**src/rtl/irq_rank_pkg.sv**
```systemverilog
package irq_rank_pkg;
   // Branch address style chosen when an interrupt is taken
   typedef enum logic {
      ADDR_COMMON = 1'b0,
      ADDR_VECTOR = 1'b1
   } addr_mode_e;

   localparam int unsigned DEF_NUM_SRC     = 8;
   localparam int unsigned DEF_SYNC_STAGES = 2;
   localparam int unsigned DEF_ADDR_W      = 32;
   localparam int unsigned DEF_VEC_SHIFT   = 4;
endpackage

```
**src/rtl/irq_sync.sv**
```systemverilog
// Per-line synchronizer chain: STAGES flops per request bit
module irq_sync #(
   parameter int unsigned W      = 8,
   parameter int unsigned STAGES = 2
) (
   input  logic         clk_i,
   input  logic         rst_ni,
   input  logic [W-1:0] async_i,
   output logic [W-1:0] sync_o
);
   logic [W-1:0] stg_q [STAGES];

   for (genvar s = 0; s < STAGES; s++) begin : g_stage
      if (s == 0) begin : g_first
         always_ff @(posedge clk_i or negedge rst_ni) begin
            if (!rst_ni) stg_q[s] <= '0;
            else         stg_q[s] <= async_i;
         end
      end else begin : g_next
         always_ff @(posedge clk_i or negedge rst_ni) begin
            if (!rst_ni) stg_q[s] <= '0;
            else         stg_q[s] <= stg_q[s-1];
         end
      end
   end

   assign sync_o = stg_q[STAGES-1];
endmodule

```
**src/rtl/irq_prio.sv**
```systemverilog
// Fixed-priority ranking with in-service blocking
module irq_prio #(
   parameter int unsigned W     = 8,
   parameter int unsigned IDX_W = 3
) (
   input  logic [W-1:0]     pending_i,
   input  logic [W-1:0]     in_svc_i,
   output logic             valid_o,
   output logic [IDX_W-1:0] idx_o
);
   // allowed[i]: no source at index <= i is in service
   logic [W-1:0] allowed;
   logic [W-1:0] eligible;

   for (genvar i = 0; i < W; i++) begin : g_allow
      if (i == 0) begin : g_lsb
         assign allowed[i] = ~in_svc_i[i];
      end else begin : g_rest
         assign allowed[i] = allowed[i-1] & ~in_svc_i[i];
      end
   end

   assign eligible = pending_i & allowed;
   assign valid_o  = |eligible;

   always_comb begin
      idx_o = '0;
      for (int i = int'(W) - 1; i >= 0; i--) begin
         if (eligible[i]) idx_o = IDX_W'(i);
      end
   end
endmodule

```
**src/rtl/irq_svc.sv**
```systemverilog
// In-service tracking plus identifier / address capture
module irq_svc
   import irq_rank_pkg::*;
#(
   parameter int unsigned       W           = 8,
   parameter int unsigned       IDX_W       = 3,
   parameter int unsigned       ADDR_W      = 32,
   parameter int unsigned       VEC_SHIFT   = 4,
   parameter logic [ADDR_W-1:0] COMMON_ADDR = '0,
   parameter logic [ADDR_W-1:0] VEC_BASE    = '0
) (
   input  logic              clk_i,
   input  logic              rst_ni,
   input  logic              take_i,
   input  logic [IDX_W-1:0]  win_i,
   input  addr_mode_e        mode_i,
   input  logic              ret_i,
   output logic [W-1:0]      in_svc_o,
   output logic [IDX_W-1:0]  id_o,
   output logic [ADDR_W-1:0] addr_o
);
   logic [W-1:0]      svc_q, set_v, clr_v;
   logic [IDX_W-1:0]  id_q;
   logic [ADDR_W-1:0] addr_q, tgt_addr;

   // the lowest set bit of the in-service vector is the one being returned from
   assign clr_v = ret_i  ? (svc_q & (~svc_q + W'(1))) : '0;
   assign set_v = take_i ? (W'(1) << win_i)           : '0;

   always_comb begin
      if (mode_i == ADDR_VECTOR) tgt_addr = VEC_BASE + (ADDR_W'(win_i) << VEC_SHIFT);
      else                       tgt_addr = COMMON_ADDR;
   end

   always_ff @(posedge clk_i or negedge rst_ni) begin
      if (!rst_ni) begin
         svc_q  <= '0;
         id_q   <= '0;
         addr_q <= '0;
      end else begin
         svc_q <= (svc_q & ~clr_v) | set_v;
         if (take_i) begin
            id_q   <= win_i;
            addr_q <= tgt_addr;
         end
      end
   end

   assign in_svc_o = svc_q;
   assign id_o     = id_q;
   assign addr_o   = addr_q;
endmodule

```
**src/rtl/irq_rank_ctrl.sv**
```systemverilog
module irq_rank_ctrl
   import irq_rank_pkg::*;
#(
   parameter int unsigned       NUM_SRC     = DEF_NUM_SRC,
   parameter int unsigned       SYNC_STAGES = DEF_SYNC_STAGES,
   parameter int unsigned       ADDR_W      = DEF_ADDR_W,
   parameter int unsigned       VEC_SHIFT   = DEF_VEC_SHIFT,
   parameter logic [ADDR_W-1:0] COMMON_ADDR = ADDR_W'(32'h0000_0800),
   parameter logic [ADDR_W-1:0] VEC_BASE    = ADDR_W'(32'h0000_1000),
   localparam int unsigned      IDX_W       = (NUM_SRC > 1) ? $clog2(NUM_SRC) : 1
) (
   input  logic              clk_i,
   input  logic              rst_ni,
   input  logic [NUM_SRC-1:0] req_async_i,
   input  logic              mask_wr_i,
   input  logic [NUM_SRC-1:0] mask_wdata_i,
   input  logic              vec_mode_i,
   input  logic              ack_i,
   input  logic              ret_i,
   output logic              irq_o,
   output logic [IDX_W-1:0]  id_o,
   output logic [ADDR_W-1:0] addr_o
);
   initial begin
      if (NUM_SRC < 2)                  $fatal(1, "NUM_SRC must be at least 2");
      if (SYNC_STAGES < 2)              $fatal(1, "SYNC_STAGES must be at least 2");
      if (IDX_W + VEC_SHIFT > ADDR_W)   $fatal(1, "vector offset exceeds ADDR_W");
   end

   logic [NUM_SRC-1:0] req_sync, mask_q, isr_q, pending;
   logic               win_valid, take;
   logic [IDX_W-1:0]   win_idx;
   addr_mode_e         mode;

   irq_sync #(.W(NUM_SRC), .STAGES(SYNC_STAGES)) u_sync (
      .clk_i   (clk_i),
      .rst_ni  (rst_ni),
      .async_i (req_async_i),
      .sync_o  (req_sync)
   );

   // enable mask, 1 = source enabled; reset clears it
   always_ff @(posedge clk_i or negedge rst_ni) begin
      if (!rst_ni)        mask_q <= '0;
      else if (mask_wr_i) mask_q <= mask_wdata_i;
   end

   assign pending = req_sync & mask_q & ~isr_q;

   irq_prio #(.W(NUM_SRC), .IDX_W(IDX_W)) u_prio (
      .pending_i (pending),
      .in_svc_i  (isr_q),
      .valid_o   (win_valid),
      .idx_o     (win_idx)
   );

   assign take = ack_i & win_valid;
   assign mode = addr_mode_e'(vec_mode_i);

   irq_svc #(
      .W(NUM_SRC), .IDX_W(IDX_W), .ADDR_W(ADDR_W), .VEC_SHIFT(VEC_SHIFT),
      .COMMON_ADDR(COMMON_ADDR), .VEC_BASE(VEC_BASE)
   ) u_svc (
      .clk_i    (clk_i),
      .rst_ni   (rst_ni),
      .take_i   (take),
      .win_i    (win_idx),
      .mode_i   (mode),
      .ret_i    (ret_i),
      .in_svc_o (isr_q),
      .id_o     (id_o),
      .addr_o   (addr_o)
   );

   assign irq_o = win_valid;
endmodule

```
**config.mk**
```make
export PLATFORM = sky130hd
export DESIGN_NAME = irq_rank_ctrl
export DESIGN_NICKNAME = d
export VERILOG_FILES = /design/src/rtl/irq_rank_pkg.sv /design/src/rtl/irq_sync.sv /design/src/rtl/irq_prio.sv /design/src/rtl/irq_svc.sv /design/src/rtl/irq_rank_ctrl.sv
export SDC_FILE = /design/constraint.sdc
export NUM_CORES = 1
export LEC_CHECK = 0
export CELL_PAD_IN_SITES_DETAIL_PLACEMENT = 1
export CELL_PAD_IN_SITES_GLOBAL_PLACEMENT = 2
export CORE_ASPECT_RATIO = 1.5
export CORE_MARGIN = 2
export CORE_UTILIZATION = 30
export CTS_CLUSTER_SIZE = 24
export DETAILED_ROUTE_END_ITERATION = 16
export GPL_TIMING_DRIVEN = 0
export PLACE_DENSITY_LB_ADDON = 0.1
export SLEW_MARGIN = 20
export SYNTH_ARGS = -nofsm -noshare
export SYNTH_HDL_FRONTEND = slang
export SYNTH_SLANG_ARGS = --single-unit
```
**constraint.sdc**
```tcl
create_clock -name clk_i -period 2.3 [get_ports clk_i]
set_clock_uncertainty 0.15 [all_clocks]
set_input_delay 0.345 -clock clk_i [delete_from_list [all_inputs] [get_ports clk_i]]
set_output_delay 0.345 -clock clk_i [all_outputs]
set_load 0.01 [all_outputs]
```
==> results of run 1 <==
==> worst reg2reg max path, delay by kind of cell (launching register included) <==
kind            cells  cell delay [ps]
buf+inv             1              130
flops               1              380
compound gates      1              310
mux                 1              360
simple gates        2              570
==> routing by layer <==
layer / global-route usage, % / wire length (um) / up-vias
li1: - / - / 637
met1: 14.99 / 1575 / 675
met2: 24.63 / 2523 / 35
met3: 2.778 / 193 / 7
met4: 6.486 / 80 / 0
met5: 0 / 0 / -
==> sequential cells by signal, summed over array words and instances (netlist names) <==
| signal | cells |
|---|---|
| mask_q | 8 |
| u_svc.in_svc_o | 8 |
| u_sync.stg_q | 8 |
| u_sync.sync_o | 8 |
| u_svc.addr_o | 5 |
| u_svc.id_o | 3 |
==> power breakdown <==
part           switching, uW  internal, uW
logic                    367           417
registers               79.2           819
clock network            250           383
==> final cells by class <==
type | instances | area share, %
Clock inverter | 1 | 1.161
Buffer | 29 | 8.414
Multi-Input combinational cell | 104 | 30.22
Timing Repair Buffer | 36 | 13.44
Tap cell | 74 | 3.578
Clock buffer | 7 | 3.723
Sequential cell | 40 | 38.73
Inverter | 5 | 0.7253
==> cell families (layout without fill, tap and decap cells) <==
| family | count (synthesis) | in the layout |
|---|---|---|
| AO/OA/AOI/OAI | 35 | 35 |
| buffers and inverters | 34 | 78 |
| flip-flops | 40 | 40 |
| multiplexers | 13 | 13 |
| other | 1 | 27 |
| AND/OR/NAND/NOR | 29 | 29 |
==> placed cells by master, fill, tap and decap left out, drive strengths merged, types with 4 or more instances in the layout <==
master	instances
conb	27
clkdlybuf4s50	27
dfrtp	40
inv	5
nand2	10
o31ai	7
nor2	4
o21ai	5
clkbuf	9
mux2	12
buf	35
==> path summary, 6_finish.rpt <==
kind / startpoint / cells after the start / end / slack (ps)
max: u_svc.in_svc_o[6]$_DFF_PN0_ / 5 / irq_o / 130
min: u_sync.stg_q[10]$_DFF_PN0_ / 0 / u_sync.sync_o[2]$_DFF_PN0_ / 200
min reg2reg: u_sync.stg_q[10]$_DFF_PN0_ / 0 / u_sync.sync_o[2]$_DFF_PN0_ / 200
max reg2reg: u_svc.in_svc_o[0]$_DFF_PN0_ / 5 / u_svc.id_o[1]$_DFFE_PN0P_ / 290
min in group asynchronous: rst_ni / 2 / u_svc.id_o[1]$_DFFE_PN0P_ / 320
max in group asynchronous: rst_ni / 3 / u_sync.sync_o[3]$_DFF_PN0_ / 1220
==> stage by stage <==
stage	instance area, um2	util, %	power (uW)	TNS, ps
CTS	2592	42.29	2341	0
finish	2587	42.20	2315	0
global placement	2381	38.84	1633	-8331
global route	2587	42.20	2456	0
detailed placement	2396	39.08	1658	-22.94
floorplan	1998	-	1368	0
==> timing repair <==
action                                  4_1_cts  5_1_grt
setup buffers                                 5        0
endpoints found under the setup margin        1        1
endpoints found under the hold margin        13        0
pin swaps                                     1        0
hold buffers                                  1        0
gates resized for setup                       9        1
==> results list, run 1 <==
- Area growth from synthesis to layout: 36.14%
- Ratio of cells with drive above 1 in the final layout: 30.18%
* Starting density of the core: 31.00%
* Clock Tree Root: clkbuf_8
* Area of the die: 0.007001 mm2
- The final count of hold timing violations was 0.
- Fraction of registers with async set/reset: 100.0%
- Top cell type by total area after synthesis: dfrtp_1
- The via count of the first global-routing pass is 1392.
- Final non-filler cell total: 296
- Detailed placement ended at an HPWL of 3.348 mm.
- Min setup slack post-route: 129.0 ps
- Max Cap Violations: 0
* Share of synthesized area spent on multiplexers: 8.032%
- Drt wl/cell: 14.77 um
- For this run, the total global-route usage over all layers was measured as 13.75%.
* DRC violations left: 0
- Summed over all cells, the static leakage comes to 0.001212 uW.
- Clock-pin slew was measured on the worst setup and hold paths at 80 ps.
- The number of buffers and inverters on the critical path is 1.
* Number of buffers inserted during clock tree synthesis: 5
* Post-synth top area share: 52.67%
- Setup violations remaining at the end of the flow were counted as 0.
- The run finished with clean final reports.
- Core region area: 0.006131 mm2
- The most used flip-flop cell after synthesis is dfrtp_1.
* Crit start category: register
- The tightest hold path in the finished design has a slack of 200.8 ps.
- Sorting the synthesized cells by how often they occur yields 40 x dfrtp_1, 27 x buf_4, 10 x nand2_1.
- CP max stage delay: 400 ps
- Entering global routing, the biggest net connects 28 pins.
- In this run the core area contains 35 standard-cell rows.
* Worst max-slew margin expressed relative to the limit: 66.33%
- The later pin in the worst-skew pair is clocked with a latency of 300 ps.
- Pin placement for this block handled 58 I/O pins.
- The worst setup path is captured at an output pin.
* Number of distinct standard cells referenced by the synthesized netlist: 43
- The first global-routing pass estimated 6.948 mm of wire.
- On the critical path, the stage with the largest delay is an instance of dfrtp_2.
- CTS saw 40 sinks.
- Main combinational cell family by area after synthesis: compound AO/OA/AOI/OAI gates
- Top-count cell post-synth: dfrtp_1
- Worst min path class: reg2reg
- VDD sags by at most 0.0004528 V.
* Cells after synthesis: 152
- The max-slew violation count is 0.
- WP data arrival: 1680 ps
- Setup repair after global routing left no endpoint under its margin.
- The H-tree was split into 2 levels.
- Area of all sequential standard cells: 0.001002 mm2
- At the end of routability-driven placement, the weighted congestion stood at 0.7908.
* Post-synthesis compound-gate area fraction: 17.18%
- Area contributors post-synth: dfrtp_1 53%, buf_4 11%, mux2_2 4.7%, o31ai_1 2.8%, nand2_1 2.0%
* Highest achievable clock rate: 0.4606 GHz
- Number of nets still failing antenna checks after routing: 0
* Detailed Route WL: 4.373 mm
- Antenna violations before repair: 0
* Critical-path cell list: and3b_2, o311a_4, o21ai_1, nand2_1, clkbuf_2
- In this run, placement finished with an instance count of 282.
- Global route overflow: 0
- After Yosys synthesis, full adders, half adders and majority gates account for 0% of the synthesized area.
- Summing the areas of all xor and xnor instances in the mapped netlist gives 0% of the synthesized area.
- From bottom edge to top edge, the die measures 101.5 um.
* Sequential area share after synthesis: 52.67%
* Number of warnings reported in the yosys synthesis log: 0
* Area occupied by multi-input gates: 782.0 um2
- CP Class: reg2out
- TritonRoute pass-1 iters: 4
- Count of buffers inserted at the top-level ports: 29
- Count of antenna diodes in the layout: 0
- Final nets: 243
* Netlist area before placement: 0.001901 mm2
- The detailed router placed 1354 vias in this run.
* DIE WIDTH: 68.99 um
- TritonCTS built the clock tree.
* Maximum number of buffers from clock root to sink: 2
- Post-layout minimum cycle time: 2171 ps
* Top cell family by delay on the critical path: compound AO/OA/AOI/OAI gates
- Power density over the cells: 894.6 mW/mm2
* Avg Inst Size Synth: 12.50 um2
- In the routed layout, each cell is associated on average with a via count of 4.574.
- Worst setup timing slack at the placement stage: -22.94 ps
- Post-Synth Simple-Gate Area: 9.480%
* Count of filler cells inserted in the layout: 677
- Post-synth EDFFs: 0
- Seq cells post-synth: 40
- Along the worst path, the maximum fanout reaches 4.
* Initial DRC Count: 21
- Dividing the final minimum period by the clock period gives 94.39%.
* Critical path required time: 1800 ps
- For the pin with the worst max-slew slack, the measured transition is 505.0 ps.
No activity file was read; power rests on OpenSTA's default activity.
==> inputs of run 2 (changes only) <==
--- a/config.mk
+++ b/config.mk
@@ -14,7 +14,6 @@
 export DETAILED_ROUTE_END_ITERATION = 16
 export GPL_TIMING_DRIVEN = 0
 export PLACE_DENSITY_LB_ADDON = 0.1
-export SLEW_MARGIN = 20
 export SYNTH_ARGS = -nofsm -noshare
 export SYNTH_HDL_FRONTEND = slang
 export SYNTH_SLANG_ARGS = --single-unit
==> run 2 against run 1 <==
Against the previous run:
- non-clock buffer count is 1 higher
- sequential cell count stayed put
- die area did not move
- critical endpoint unchanged
- highest routed layer unchanged
==> results list, run 2 (synthesis results as in run 1) <==
- Once the floorplan was initialized, standard cells occupied 31.00% of the core.
* Maximum number of buffers from clock root to sink: 2
- Setup violations remaining at the end of the flow were counted as 0.
* Dpl cells: 281
- The critical path is of the reg2out type.
* Final nets: 244
- I/O pin count: 58
- Number of buffers inserted during clock tree synthesis: 5
* Area of the die: 0.007001 mm2
- The worst pin sits at a relative slew slack of 41.09%.
- TritonRoute pass-1 iters: 4
* Final slew viol count: 0
- In this design, the stage delay of the slowest critical-path cell is 390 ps.
- Max Cap Violations: 0
- After filler insertion, the fill cell instance count of the layout stands at 690.
* First-pass GRT wire length: 6.900 mm
- Walking the worst path, the cells encountered are a22o_4, o311a_4, o21ai_1, nand2_1, clkbuf_2.
- Count of antenna diodes in the layout: 0
- Clock-pin slew was measured on the worst setup and hold paths at 80 ps.
* Clock tree from TritonCTS: yes
- Row Count: 35
* Number of nets still failing antenna checks after routing: 0
- Critical path required time: 1800 ps
- After the first detailed-routing iteration, the DRC count stood at 17.
- The floorplan step defined a core boundary enclosing 0.006131 mm2.
- Leading cell type in the layout, fill and taps excluded: dfrtp_1
- All-layer global routing usage: 13.43%
* Library cell contributing the largest single delay on the critical path: dfrtp_1
* Pin slew with the least headroom to its limit: 883.7 ps
- Leakage power: 0.001213 uW
- Wires add up to 4.241 mm.
* Crit start category: register
- At the later pin of the worst-skew pair, clock insertion delay measures 290 ps.
- Number of H-tree levels: 2
- WP data arrival: 1630 ps
- For this design the ratio of total power to cell area is 890.6 mW/mm2.
- Half-perimeter wire length of the detailed placement result: 3.264 mm
* Cell area reported after detailed placement: 0.002376 mm2
- DIE WIDTH: 68.99 um
- Setup repair after global routing left no endpoint under its margin.
* Number of hold violations in the final report: 0
- The worst hold path belongs to the class in2async.
- Post-layout minimum cycle time: 2128 ps
- Once layout is complete, the cells apart from fillers number 297.
- The run finished with clean final reports.
* Global route overflow: 0
* IR drop worst, VDD: 0.0004616 V
- After detailed routing, the number of remaining DRC violations is 0.
- Largest fanout on the critical path: 3
- CP endpoint kind: output pin
- Antenna violations before repair: 0
- Routability-driven placement finished with a final weighted congestion of 0.7908.
- Height of the die: 101.5 um
- Tcrit/Tclk final: 92.52%
- Count of buffers inserted at the top-level ports: 29
* Area growth from synthesis to layout: 35.75%
- The via count of the first global-routing pass is 1396.
- Post-route cell area: 0.002580 mm2
- Leaving out fill and tap cells, the most frequent cells in the layout are 39 x dfrtp_1, 35 x buf_4, 27 x conb_1, 27 x clkdlybuf4s50_1, 10 x nand2_1.
- # clock sinks: 40
- Number of vias per cell after detailed routing: 4.562
- Drt wl/cell: 14.28 um
- Across all layers, the routed design uses 1355 vias.
- Of the cells placed in the final design, the portion with a size suffix greater than 1 is 30.94%.
- The cell sitting at the root of the clock tree is a clkbuf_8.
- Pin count of the biggest net entering global routing: 41
* Highest achievable clock rate: 0.4699 GHz
[run 2: cell types whose count changed in the layout (fill, tap and decap cells not counted)]
cell           previous run  this run
buf_12                    1         0
buf_4                    32        35
dlygate4sd3_1             1         0
[run 2: layout make-up]
| type | instances | area (um2) | share of cell area, % |
|---|---|---|---|
| buffer | 29 | 217.7 | 8.438 |
| multi-input combinational | 104 | 782.0 | 30.31 |
| clock buffer | 7 | 96.34 | 3.734 |
| sequential | 40 | 1002 | 38.85 |
| timing repair buffer | 37 | 340.3 | 13.19 |
| tap | 74 | 92.59 | 3.589 |
| inverter | 5 | 18.77 | 0.7275 |
| clock inverter | 1 | 30.03 | 1.164 |
[run 2: what timing repair did]
item / 4_1_cts / 5_1_grt
hold buffers: 0 / 0
setup endpoints to repair: 1 / 1
pin swaps: 2 / 0
buffers inserted: 7 / 1
resized for setup: 9 / 1
[run 2: power by group]
group | switching (uW) | total [uW] | internal, uW
combinational | 367 | 783 | 416
clock | 237 | 620 | 383
sequential | 75.2 | 894 | 819
[run 2: final timing paths]
check / from / end / slack, ps / depth (start not counted)
max: u_sync.sync_o[5]$_DFF_PN0_ / irq_o / 170 / 5
min: rst_ni / u_svc.id_o[1]$_DFFE_PN0P_ / 20 / 1
min reg2reg: u_sync.stg_q[10]$_DFF_PN0_ / u_sync.sync_o[2]$_DFF_PN0_ / 200 / 0
max reg2reg: u_svc.in_svc_o[0]$_DFF_PN0_ / u_svc.id_o[0]$_DFFE_PN0P_ / 280 / 5
min in group clk_i: u_sync.stg_q[10]$_DFF_PN0_ / u_sync.sync_o[2]$_DFF_PN0_ / 200 / 0
max in group asynchronous: rst_ni / u_svc.in_svc_o[6]$_DFF_PN0_ / 1380 / 1
[run 2: routing by layer]
| metal | part of all wire [%] | global-route usage [%] | up-vias | wire length [um] |
|---|---|---|---|---|
| met5 | 0 | 0 | - | 0 |
| met4 | 0.80 | 5.581 | 0 | 34 |
| met3 | 4.3 | 2.333 | 4 | 183 |
| met2 | 59 | 24.63 | 34 | 2495 |
| met1 | 36 | 14.69 | 675 | 1528 |
| li1 | - | - | 642 | - |
[run 2: per-stage QoR]
stage                     setup slack [ps]  power [uW]  hold WS (ps)  setup TNS [ps]  utilization [%]
after floorplan                      427.0        1368        -100.6               0                -
after global placement              -210.9        1633         181.8           -8331            38.84
after detailed placement            -10.11        1654         186.2          -10.11            38.76
after CTS                            48.08        2333         57.98               0            42.04
after global routing                 75.72        2445         103.5               0            42.08
final                                172.0        2298         24.48               0            42.08
[run 2: critical path, delay by kind of cell (launching register included)]
family          cells  cell delay, ps
buf+inv             1             130
simple gates        1              70
compound gates      3             750
flops               1             390
==> inputs of run 3 (changes only) <==
--- a/config.mk
+++ b/config.mk
@@ -7,12 +7,13 @@
 export LEC_CHECK = 0
 export CELL_PAD_IN_SITES_DETAIL_PLACEMENT = 1
 export CELL_PAD_IN_SITES_GLOBAL_PLACEMENT = 2
-export CORE_ASPECT_RATIO = 1.5
+export CORE_ASPECT_RATIO = 2
 export CORE_MARGIN = 2
 export CORE_UTILIZATION = 30
 export CTS_CLUSTER_SIZE = 24
 export DETAILED_ROUTE_END_ITERATION = 16
 export GPL_TIMING_DRIVEN = 0
+export MAX_ROUTING_LAYER = met4
 export PLACE_DENSITY_LB_ADDON = 0.1
 export SYNTH_ARGS = -nofsm -noshare
 export SYNTH_HDL_FRONTEND = slang
==> run 3 against run 2 <==
Against the previous run:
- register-to-register slack gained 20 ps
- largest power group unchanged
- worst hold slack gained 21 ps
- critical path type unchanged
- fmax shrank 1.1%
- global-route usage grew 0.38 points
==> results list, run 3 (synthesis results as in run 1) <==
* CP max stage delay: 390 ps
- Measured on the finished design, the core utilization comes to 41.81%.
- Row Count: 41
- Clock Tree Root: clkbuf_16
- Critical-path cell list: and4bb_2, o311a_4, o21ai_1, nand2_1, clkbuf_2
* Count of filler cells inserted in the layout: 700
- The count of nets left with antenna violations once routing finished came out at 0.
- After detailed routing, the average wire length per cell comes to 14.11 um.
* Leading cell type in the layout, fill and taps excluded: dfrtp_1
- Summed over all nets, the half-perimeter wirelength after detailed placement is 3.095 mm.
* Worst min path class: in2async
* # clock sinks: 40
- Post-layout minimum cycle time: 2151 ps
- I/O pin count: 58
- After the last flow step, the layout net total stands at 239.
- CP endpoint kind: output pin
- Count of buffers inserted at the top-level ports: 29
- Height of the die: 116.6 um
* Finish-stage setup viols: 0
- The critical path in this run is classified as reg2out.
* Leakage power: 0.001204 uW
* Worst max-slew margin expressed relative to the limit: 39.80%
* Area of the die: 0.007026 mm2
- For the worst setup path, the data required time is 1800 ps.
- Highest achievable clock rate: 0.4649 GHz
* Clock tree from TritonCTS: yes
- Clock-pin slew was measured on the worst setup and hold paths at 60 ps.
* Number of hold violations in the final report: 0
* Commonest non-fill, non-tap cells in the layout: 39 x dfrtp_1, 30 x buf_4, 27 x conb_1, 27 x clkdlybuf4s50_1, 10 x nand2_1
* Pin slew with the least headroom to its limit: 903.0 ps
- After detailed routing, the number of remaining DRC violations is 0.
- The floorplan step set the die width to 60.28 um.
* All-layer global routing usage: 13.81%
* Initial DRC Count: 32
* Via count of the routed design: 1317
- The max-slew violation count came to 0.
- Via count of the first global-routing pass: 1367
* Area growth from synthesis to layout: 36.54%
- The flow ran to the end, and the final reports show no timing, DRC or antenna violations.
* Number of buffers added to fix hold violations after cts: 0
* Placer's final routability congestion estimate: 0.7176
- Summed negative setup slack over all endpoints: 0 ps
* Number of buffers inserted during clock tree synthesis: 5
- The largest individual stage delay along the critical path comes from the cell dfrtp_1.
- Number of vias per cell after detailed routing: 4.332
- RSZ-0062 raised after global routing: false
- Pin count of the biggest net entering global routing: 41
- Before antenna repair, the detailed router went through 4 iterations.
- IR analysis of the VDD net gives a maximum drop of 0.0005170 V.
- The first global-routing pass estimated 6.858 mm of wire.
- R2r worst-path depth: 5
* Power density over the cells: 943.9 mW/mm2
- Registers take 0.001002 mm2.
- Global route overflow: 0
- Data arrives at the worst endpoint at 1660 ps.
* Antenna violations before repair: 0
* Min setup slack post-route: 149.0 ps
- OpenSTA, run right after detailed placement, puts the worst setup slack at -23.88 ps.
- Detailed Route WL: 4.288 mm
- The number of antenna diodes in the final layout is 0.
- In the finished design, the share of the clock period the worst path needs comes to 93.52%.
- The worst setup path is launched from a register.
* Largest fanout on the critical path: 3
* Core region area: 0.006207 mm2
* Clock latency of the later-clocked register in the worst-skew pair: 280 ps
* Max Cap Violations: 0
- Once the floorplan was initialized, standard cells occupied 30.62% of the core.
- Ratio of cells with drive above 1 in the final layout: 28.90%
- Summing all multi-input logic gate instances after layout gives 782.0 um2.
- In this run the deepest clock path goes through 2 buffers.
* Number of H-tree levels: 2
==> run 3: cell count changes in the layout (fill, tap and decap cells not counted), sizes merged <==
cell | before | now
buf | 37 | 32
clkbuf | 9 | 8
clkinv | 0 | 1
==> run 3: area by class of cell <==
| cell class | count | area share, % |
|---|---|---|
| tap | 86 | 4.147 |
| sequential | 40 | 38.62 |
| multi-input combinational | 104 | 30.13 |
| clock inverter | 2 | 1.350 |
| clock buffer | 6 | 4.966 |
| inverter | 5 | 0.7232 |
| timing repair buffer | 32 | 11.67 |
| buffer | 29 | 8.390 |
==> run 3: worst paths after layout <==
kind	start	to	slack, ps
setup / recovery	mask_q[7]$_DFFE_PN0P_	irq_o	150
hold / removal	rst_ni	u_sync.sync_o[0]$_DFF_PN0_	50
setup reg to reg	u_svc.in_svc_o[0]$_DFF_PN0_	u_svc.id_o[1]$_DFFE_PN0P_	300
hold reg to reg	u_sync.stg_q[12]$_DFF_PN0_	u_sync.sync_o[4]$_DFF_PN0_	200
max in group asynchronous	rst_ni	u_svc.in_svc_o[6]$_DFF_PN0_	1330
min in group clk_i	u_sync.stg_q[12]$_DFF_PN0_	u_sync.sync_o[4]$_DFF_PN0_	200
==> run 3: what timing repair did <==
item / 4_1_cts / 5_1_grt
buffers inserted: 3 / 0
endpoints found under the hold margin: 0 / 0
setup endpoints to repair: 1 / 1
cloned: 0 / 0
resized for setup: 8 / 2
pin swaps: 2 / 0
==> run 3: per-stage QoR <==
stage	std cells	hold WS, ps	total power, uW	instance area, um2
floorplan	178	-100.6	1368	1998
global placement	293	185.9	1651	2396
detailed placement	293	185.6	1655	2391
CTS	304	82.76	2485	2599
global route	304	109.3	2591	2595
finish	304	45.32	2449	2595
==> run 3: critical path, delay by kind of cell, from the launching register on <==
family                 cells  cell delay, ps
AOI/OAI and AO/OA          2             510
DFF                        1             390
and+or+nand+nor            2             340
buffers and inverters      1             130
==> run 3: power by group <==
part	leakage [uW]	switching, uW	internal [uW]
clock	0.0000808	267	510
sequential	0.000489	78.4	821
combinational	0.000634	368	405
total	0.00120	714	1740
==> run 3: routing by layer <==
| layer | global-route usage (%) | up-vias | part of all wire (%) |
|---|---|---|---|
| li1 | - | 627 | - |
| met1 | 15.51 | 654 | 39 |
| met2 | 22.39 | 27 | 55 |
| met3 | 3.654 | 9 | 3.9 |
| met4 | 6.222 | 0 | 2.2 |
| met5 | - | - | 0 |
